[src/rtl/tx_buf_pkg.sv]
package tx_buf_pkg;
    localparam int BYTE_W = 8;
    localparam logic [1:0] RATE_CODE_FAST = 2'b01;

    typedef struct packed {
        logic [BYTE_W-1:0] shreg;
        logic [3:0]        left;
        logic              bit_o;
        logic              stb;
        logic              uf;
        logic              lpend;
        logic              ldone;
    } ser_state_t;
endpackage

[src/rtl/txb_rate_gen.sv]
module txb_rate_gen #(
    parameter int DIV_SLOW = 20000,
    parameter int DIV_FAST = 2500
) (
    input  logic       clk,
    input  logic       rst_n,
    input  logic       en,
    input  logic [1:0] rate_sel,
    output logic       stb
);
    import tx_buf_pkg::*;

    localparam int CW = $clog2(DIV_SLOW + 1);

    typedef struct packed {
        logic [CW-1:0] cnt;
        logic          stb;
    } rg_t;

    rg_t q, d;
    logic [CW-1:0] lim;

    always_comb begin
        lim = (rate_sel == RATE_CODE_FAST) ? CW'(DIV_FAST - 1) : CW'(DIV_SLOW - 1);
        d = q;
        d.stb = 1'b0;
        if (!en) begin
            d.cnt = '0;
        end else if (q.cnt >= lim) begin
            d.cnt = '0;
            d.stb = 1'b1;
        end else begin
            d.cnt = q.cnt + CW'(1);
        end
    end

    always_ff @(posedge clk) begin
        if (!rst_n) q <= '0;
        else        q <= d;
    end

    assign stb = q.stb;
endmodule

[src/rtl/txb_fifo.sv]
module txb_fifo #(
    parameter int DEPTH = 256,
    parameter int BLOCK = 4
) (
    input  logic               clk,
    input  logic               rst_n,
    input  logic               push,
    input  logic [BLOCK*8-1:0] push_data,
    input  logic               pop,
    output logic [7:0]         rd_byte,
    output logic               empty,
    output logic               space_ok
);
    localparam int AW = $clog2(DEPTH);
    localparam int CW = $clog2(DEPTH + 1);

    typedef struct packed {
        logic [AW-1:0] wp;
        logic [AW-1:0] rp;
        logic [CW-1:0] cnt;
    } ptr_t;

    ptr_t q, d;
    logic [7:0] mem [DEPTH];

    always_comb begin
        d = q;
        if (push) d.wp = q.wp + AW'(BLOCK);
        if (pop)  d.rp = q.rp + AW'(1);
        d.cnt = q.cnt + (push ? CW'(BLOCK) : CW'(0)) - (pop ? CW'(1) : CW'(0));
    end

    always_ff @(posedge clk) begin
        if (!rst_n) q <= '0;
        else        q <= d;
    end

    always_ff @(posedge clk) begin
        if (push) begin
            for (int i = 0; i < BLOCK; i++) begin
                mem[q.wp + AW'(i)] <= push_data[(BLOCK-1-i)*8 +: 8];
            end
        end
    end

    assign rd_byte  = mem[q.rp];
    assign empty    = (q.cnt == '0);
    assign space_ok = (CW'(DEPTH) - q.cnt) >= CW'(BLOCK);
endmodule

[src/rtl/txb_serializer.sv]
module txb_serializer (
    input  logic       clk,
    input  logic       rst_n,
    input  logic       stb_in,
    input  logic       buf_empty,
    input  logic [7:0] buf_byte,
    input  logic       last_set,
    input  logic       flag_clr,
    output logic       pop,
    output logic       bit_stb,
    output logic       tx_bit,
    output logic       underflow,
    output logic       last_done
);
    import tx_buf_pkg::*;

    ser_state_t q, d;

    always_comb begin
        d = q;
        d.stb = 1'b0;
        pop = 1'b0;
        if (flag_clr) begin
            d.uf = 1'b0;
            d.ldone = 1'b0;
        end
        if (last_set) d.lpend = 1'b1;
        if (stb_in) begin
            d.stb = 1'b1;
            if (q.left != 4'd0) begin
                d.bit_o = q.shreg[BYTE_W-1];
                d.shreg = {q.shreg[BYTE_W-2:0], 1'b0};
                d.left  = q.left - 4'd1;
            end else if (q.uf) begin
                d.bit_o = 1'b0;
            end else if (!buf_empty) begin
                pop     = 1'b1;
                d.bit_o = buf_byte[BYTE_W-1];
                d.shreg = {buf_byte[BYTE_W-2:0], 1'b0};
                d.left  = 4'(BYTE_W - 1);
            end else begin
                d.bit_o = 1'b0;
                if (q.lpend || last_set || q.ldone) begin
                    d.ldone = 1'b1;
                    d.lpend = 1'b0;
                end else begin
                    d.uf = 1'b1;
                end
            end
        end
    end

    always_ff @(posedge clk) begin
        if (!rst_n) q <= '0;
        else        q <= d;
    end

    assign bit_stb   = q.stb;
    assign tx_bit    = q.bit_o;
    assign underflow = q.uf;
    assign last_done = q.ldone;
endmodule

[src/rtl/tx_byte_serializer.sv]
module tx_byte_serializer #(
    parameter int CLK_HZ   = 24_000_000,
    parameter int SLOW_BPS = 1200,
    parameter int FAST_BPS = 9600,
    parameter int DEPTH    = 256,
    parameter int BLOCK    = 4
) (
    input  logic               clk,
    input  logic               rst_n,
    input  logic               wr_en,
    input  logic [BLOCK*8-1:0] wr_data,
    input  logic [1:0]         rate_sel,
    input  logic               tx_en,
    input  logic               last_set,
    input  logic               flag_clr,
    output logic               wr_ready,
    output logic               overflow,
    output logic               underflow,
    output logic               last_done,
    output logic               bit_stb,
    output logic               tx_bit
);
    localparam int DIV_SLOW = CLK_HZ / SLOW_BPS;
    localparam int DIV_FAST = CLK_HZ / FAST_BPS;

    typedef struct packed {
        logic ovf;
    } top_t;

    top_t q, d;
    logic       space_ok, accept, buf_empty, pop, rate_stb;
    logic [7:0] buf_byte;

    assign accept = wr_en && space_ok;

    always_comb begin
        d = q;
        if (flag_clr)            d.ovf = 1'b0;
        if (wr_en && !space_ok)  d.ovf = 1'b1;
    end

    always_ff @(posedge clk) begin
        if (!rst_n) q <= '0;
        else        q <= d;
    end

    txb_rate_gen #(.DIV_SLOW(DIV_SLOW), .DIV_FAST(DIV_FAST)) u_rate (
        .clk(clk), .rst_n(rst_n), .en(tx_en), .rate_sel(rate_sel), .stb(rate_stb)
    );

    txb_fifo #(.DEPTH(DEPTH), .BLOCK(BLOCK)) u_fifo (
        .clk(clk), .rst_n(rst_n), .push(accept), .push_data(wr_data),
        .pop(pop), .rd_byte(buf_byte), .empty(buf_empty), .space_ok(space_ok)
    );

    txb_serializer u_ser (
        .clk(clk), .rst_n(rst_n), .stb_in(rate_stb), .buf_empty(buf_empty),
        .buf_byte(buf_byte), .last_set(last_set), .flag_clr(flag_clr),
        .pop(pop), .bit_stb(bit_stb), .tx_bit(tx_bit),
        .underflow(underflow), .last_done(last_done)
    );

    assign wr_ready = space_ok;
    assign overflow = q.ovf;
endmodule

[config.mk]
export PLATFORM = sky130hd
export DESIGN_NAME = tx_byte_serializer
export DESIGN_NICKNAME = d
export VERILOG_FILES = /design/src/rtl/tx_buf_pkg.sv /design/src/rtl/txb_rate_gen.sv /design/src/rtl/txb_fifo.sv /design/src/rtl/txb_serializer.sv /design/src/rtl/tx_byte_serializer.sv
export SDC_FILE = /design/constraint.sdc
export NUM_CORES = 2
export LEC_CHECK = 0
export ABC_AREA = 1
export BUFFER_PORTS_ARGS = -buffer_cell sky130_fd_sc_hd__buf_2
export CORE_MARGIN = 2
export CORE_UTILIZATION = 35
export CTS_CLUSTER_DIAMETER = 40
export DETAILED_ROUTE_END_ITERATION = 16
export PLACE_DENSITY = 0.47
export SYNTH_ARGS = -nofsm -noshare
export SYNTH_HDL_FRONTEND = slang
export SYNTH_SLANG_ARGS = --single-unit
[constraint.sdc]
create_clock -name clk -period 7.6 [get_ports clk]
set_input_delay 0.76 -clock clk [delete_from_list [all_inputs] [get_ports clk]]
set_output_delay 0.76 -clock clk [all_outputs]
set_load 0.01 [all_outputs]
* After elaboration in Yosys (flattened, before gate mapping)
Memories as Yosys holds them, arrays and structs flattened. A register that Yosys moved wholly into a read port is not among the register bits.
Index checks and enable logic that the tools add are counted.
Widths: inputs -> output; s select.
** Cells by class
- $add $sub $neg :: 10
- $mul :: 0
- Div/mod/pow operators :: 0
- Magnitude comparators :: 2
- Equal/unequal tests :: 3
- Shift-type cells :: 0
- Mux-type cells :: 28
- Bitwise gates (word level) :: 2
- Reductions and logical operators :: 11
** Operators with widths (number)
- $mux 12 :: 2
- $add 8x1->8 const B :: 2
- $add 8x2->8 const B :: 2
- $mux 1 :: 16
- $mux 8 :: 2
- $add 15x1->15 const B :: 1
- $ge 15x15->1 :: 1
- $mux 15 :: 1
- $mux 13 :: 1
- $mux 3 :: 4
- $add 9x9->9 :: 1
- $ge 9x3->1 const B :: 1
- $logic_not 9->1 :: 1
- $sub 9x9->9 :: 1
- $sub 9x9->9 const A :: 1
- $add 8x3->8 const B :: 1
- $mux 4 :: 1
- $ne 2x2->1 const B :: 2
- $reduce_bool 4->1 :: 1
- $sub 4x1->4 const B :: 1
- $reduce_and 3->1 :: 1
- $reduce_or 3->1 :: 1
- $eq 2x1->1 const B :: 1
- $logic_and 1x1->1 :: 2
- 6 further kinds :: 8
** Word-level totals
- Flip-flop bits (word level) :: 59
- Latch bits :: 0
- Bits in writable memories :: 2048
- Bits in read-only memories :: 0
- Input port bits :: 40
- Logic and storage cells :: 70
- Memories kept :: 1
** Memory list
- u_fifo.mem :: words 256, bits a word 8, read ports 1, clocked after Yosys merged registers in 1, wr ports 4, RTL line txb_fifo.sv:24 : logic [7:0] mem [DEPTH];

* Depth between registers and ports, before layout
- Depth after elaboration :: 7
- Mapped depth :: 25
- Mapped depth without buffers :: 24

* By module
Synthesis repeated with hierarchy kept, for this count alone.
** Unflattened totals
- Cell total of the unflattened synthesis :: 7164
- Area, all modules :: 85663.4 um^2
** By module, submodules not included
- txb_fifo :: instances 1, cells each 6890, area each 83684.0 um^2, sequential area each 62119.6 um^2
- txb_rate_gen :: instances 1, cells each 144, area each 1089.8 um^2, sequential area each 320.3 um^2
- txb_serializer :: instances 1, cells each 121, area each 834.6 um^2, sequential area each 320.3 um^2
- tx_byte_serializer :: instances 1, cells each 9, area each 55.1 um^2, sequential area each 20.0 um^2

* Least setup slack after synthesis
OpenSTA, ideal clock, no wires.
- Path kind :: reg2reg
- From :: register u_fifo.q[4] (netlist name)
- To :: memory u_fifo.mem[124][0], enable pin
- Setup time :: 461 ps
- Arrival :: 3689 ps
- Data required time :: 7139 ps
- Setup slack :: 3450 ps
- Cell stages (with the launch flop) :: 12
- Buffers on the path :: 1
- Cells stage by stage :: dfxtp_1 > inv_1 > ha_1 > nand2_1 > nor2_1 > ha_1 > nand3_1 > nor2_1 > nand2_1 > nand2_1 > buf_4 > nor3_1
** RTL lines
- start: declaration :: RTL line txb_fifo.sv:23 : ptr_t q, d;
- start signal: assignment :: RTL line txb_fifo.sv:34 : if (!rst_n) q <= '0;
- start signal: assignment :: RTL line txb_fifo.sv:35 : else q <= d;
- end: declaration :: RTL line txb_fifo.sv:24

==> metrics.md <==
| Metric | Value |
|---|---|
| Status | finished, final reports clean |
| Largest family of logic cells by synthesized area | simple AND/OR/NAND/NOR gates |
| Crit share post-route | 0.550 |
| CP Launch Type | flip-flop |
| Number of global-route vias before repair | 55100 |
| Post-CTS Setup Repair Bufs | 0 |
| Hpwl dp | 132 mm |
| Distinct cells, synth | 40 |
| Post-route setup slack | 3420 ps |
| Layout Skew | 71.5 ps |
| Reg clk slew, reported paths | 50 ps |
| Post-synthesis sequential element count | 2112 |
| Core area | 243000 µm² |
| Peak supply drop | 0.197 mV |
| DR pass1 iterations | 6 |
| Total negative slack | 0 ps |
| Top cells by count, synth | edfxtp_1 (2048), nand2_1 (2016), nand3_1 (1920), buf_2 (231), nor2_1 (198) |
| Min-Delay Startpoint | tx_en |
| FFs w/ async S/R, synth | 0 |
| Share of layout cells above drive strength 1 | 0.110 |
| Post-DRT Antenna Nets | 0 |
| Register area share after synthesis | 0.737 |
| Critical path required time | 8440 ps |
| Final core occ | 0.415 |
| TritonCTS Sinks | 2112 |
| Synth area leaders | edfxtp_1 (72%), nand3_1 (11%), nand2_1 (8.9%) |
| Post-Syn Area per Cell | 12.1 µm² |
| WL final | 268 mm |
| Cell with the most instances after synthesis | edfxtp_1 |
| GRT Util Overall | 0.213 |
| IO buf count | 45 |
| Nets | 7206 |
| Synth Instances | 7058 |
| Max Transition Viols Final | 0 |
| WL/cell | 25.2 µm |
| Post-DP Area | 88600 µm² |
| CP Cell Sequence | buf_12 -> buf_12 -> nand2_1 -> nand3_1 -> nand3_1 -> nand3_1 -> nand3_1 -> nand3_1 -> nand3_1 -> nand2_1 -> nand2_1 -> nand3_1 -> nand2_1 -> a21oi_1 |
| Post-Synth XOR/XNOR Area | 0.000925 |
| Main flop type after synthesis | edfxtp_1 |
| Starting density of the core | 0.351 |
| Depth of the worst register-to-register path | 14 |
| Hold Vio Cnt, Final | 0 |
| CP peak stage delay | 710 ps |
| CP delay by family, top | simple AND/OR/NAND/NOR gates |
| Worst-Skew Late Latency | 940 ps |
| Die height | 497 µm |
| Mapped Nets | 7129 |
| Synth area leader | edfxtp_1 |
| Arr. time, crit path | 5020 ps |
| Leak | 34.8 nW |
| CP Class | reg -> reg |
| Final min period | 4180 ps |
| Place WS | 3580 ps |
| Post-Layout Cell Count | 10600 |
| CTS tree | built |
| Relative slew slack | 0.220 |
| Synth warn | 0 |
| Worst hold slack | 95.4 ps |
| TritonCTS buffer count | 369 |
| WHS Path Cells | 3 |
| Initial antenna violation count | 39 |
| Hold Buf Count CTS | 0 |
| Flop2flop setup slack | 3420 ps |
| Number of flops mapped to enable cells by yosys | 2048 |
| Clock Tree Root | clkbuf_16 |
| Netlist area before placement | 85200 µm² |
| Final instance area | 101000 µm² |
| Min-Delay Endpoint | u_rate.stb |
| Tot Pwr | 29.8 mW |
| # DRC | 0 |
| RSZ-0062 raised after global routing | no |
| Yosys top cell area share | 0.722 |
| Post-Synth Adder-Cell Area | 0.00464 |
| Multiplexer area fraction after synthesis | 0 |
| DP Cell Count | 9966 |
| Critical Path End Type | flip-flop |
| Io pins | 46 |
| Fill cells | 22700 |
| Overflow after GRT | 0 |
| Buf/Inv on CP | 2 |
| Tightest Pin Transition | 1170 ps |
| Worst R2R End | u_ser.q[14] |
| Peak Freq | 0.239 GHz |
| Initial detailed-routing violation count | 6283 |
| Longest Clk Path Bufs | 4 |
| Most used cell, CP | nand3_1 |
| DR vias | 56600 |
| Largest net degree at the start of global routing | 190 |
| Area Growth Syn to Fin | 18.2% |
| Die X | 497 µm |
| H-tree Lvls | 5 |
| Hold Path Class | in -> reg |
| CP max FO | 176 |
| Num rows | 181 |
| Setup violators final | 0 |
| CTS resizes | 0 |
| Vias/cell | 5.33 |
| Max_cap viols | 0 |
| First-pass GRT wire length | 390 mm |
| Simple-Gate Fraction of Synth Area | 0.213 |
| Compound-Gate Fraction of Synth Area | 0.0127 |
| Slowest cell on the critical path | dfxtp_4 |
| Final Wtd Congestion | 0.828 |
| Die area | 247000 µm² |
| Power per cell area | 296 nW/µm² |
## registers in the layout (all words and copies together), names as in the netlist, named ones only
register         cells
u_ser.underflow      1
u_fifo.q            23
u_ser.last_done      1
u_rate.stb           1
u_ser.tx_bit         1
u_fifo.mem        2048
u_rate.q            15
u_ser.q             12
u_ser.bit_stb        1
overflow             1
## logic make-up (layout without fill, tap and decap cells)
kind of cell               count (synthesis)  in the layout
and+or+nand+nor                         4173           4173
DFF                                     2112           2112
buffers and inverters                    532            886
AOI/OAI and AO/OA                        201            201
adders and majority gates                 31             31
xor gates and xnor gates                   9              9
other                                      0              4
## where the power goes
part           internal [mW]  switching [mW]
logic                  0.122           0.584
registers               12.9          0.0246
clock network           10.5            5.70
## cell type report
| cell class | instances | area [µm²] | share of cell area |
|---|---|---|---|
| Clock inverter | 229 | 2560 | 0.0255 |
| Tap cell | 3202 | 4010 | 0.0398 |
| Sequential cell | 2112 | 62800 | 0.624 |
| Multi-Input combinational cell | 4414 | 20100 | 0.199 |
| Inverter | 72 | 307 | 0.00304 |
| Clock buffer | 419 | 9550 | 0.0948 |
| Antenna cell | 4 | 10.0 | 0.0000994 |
| Timing Repair Buffer | 166 | 1400 | 0.0139 |
## routing by layer
layer,share of wire,GRT usage
met3,0.069,0.0296
met4,0.028,0.0665
met1,0.44,0.302
met2,0.46,0.338
met5,0,0
## cell usage in the layout, fill, tap and decap left out, types with 44 or more instances in the layout
cell / netlist / routed
buf_4: 83 / 138
bufinv_16: 0 / 44
clkbuf_16: 0 / 374
clkinvlp_4: 0 / 54
dfxtp_1: 64 / 59
edfxtp_1: 2048 / 2048
inv_1: 65 / 63
nand2_1: 2016 / 2013
nand3_1: 1920 / 1920
nor2_1: 198 / 137
o21ai_0: 96 / 96
o22ai_1: 45 / 45
## worst max path at each step
stage / start / to / cells after the start
6_report: flip-flop / u_ser.q[14] / 14
5_1_grt: flip-flop / u_ser.q[14] / 14
4_1_cts: flip-flop / u_ser.q[14] / 14
3_5_place_dp: flip-flop / u_ser.q[14] / 14
3_3_place_gp: flip-flop / u_ser.q[14] / 13
2_1_floorplan: u_fifo.q[4] / u_fifo.mem[124][0] / 11
## tightest hold or removal path, cell delays in order
cell and delay [ps]:
buf_2 90, nand3_1 70, inv_1 70
(Power assumes the default switching activity.)
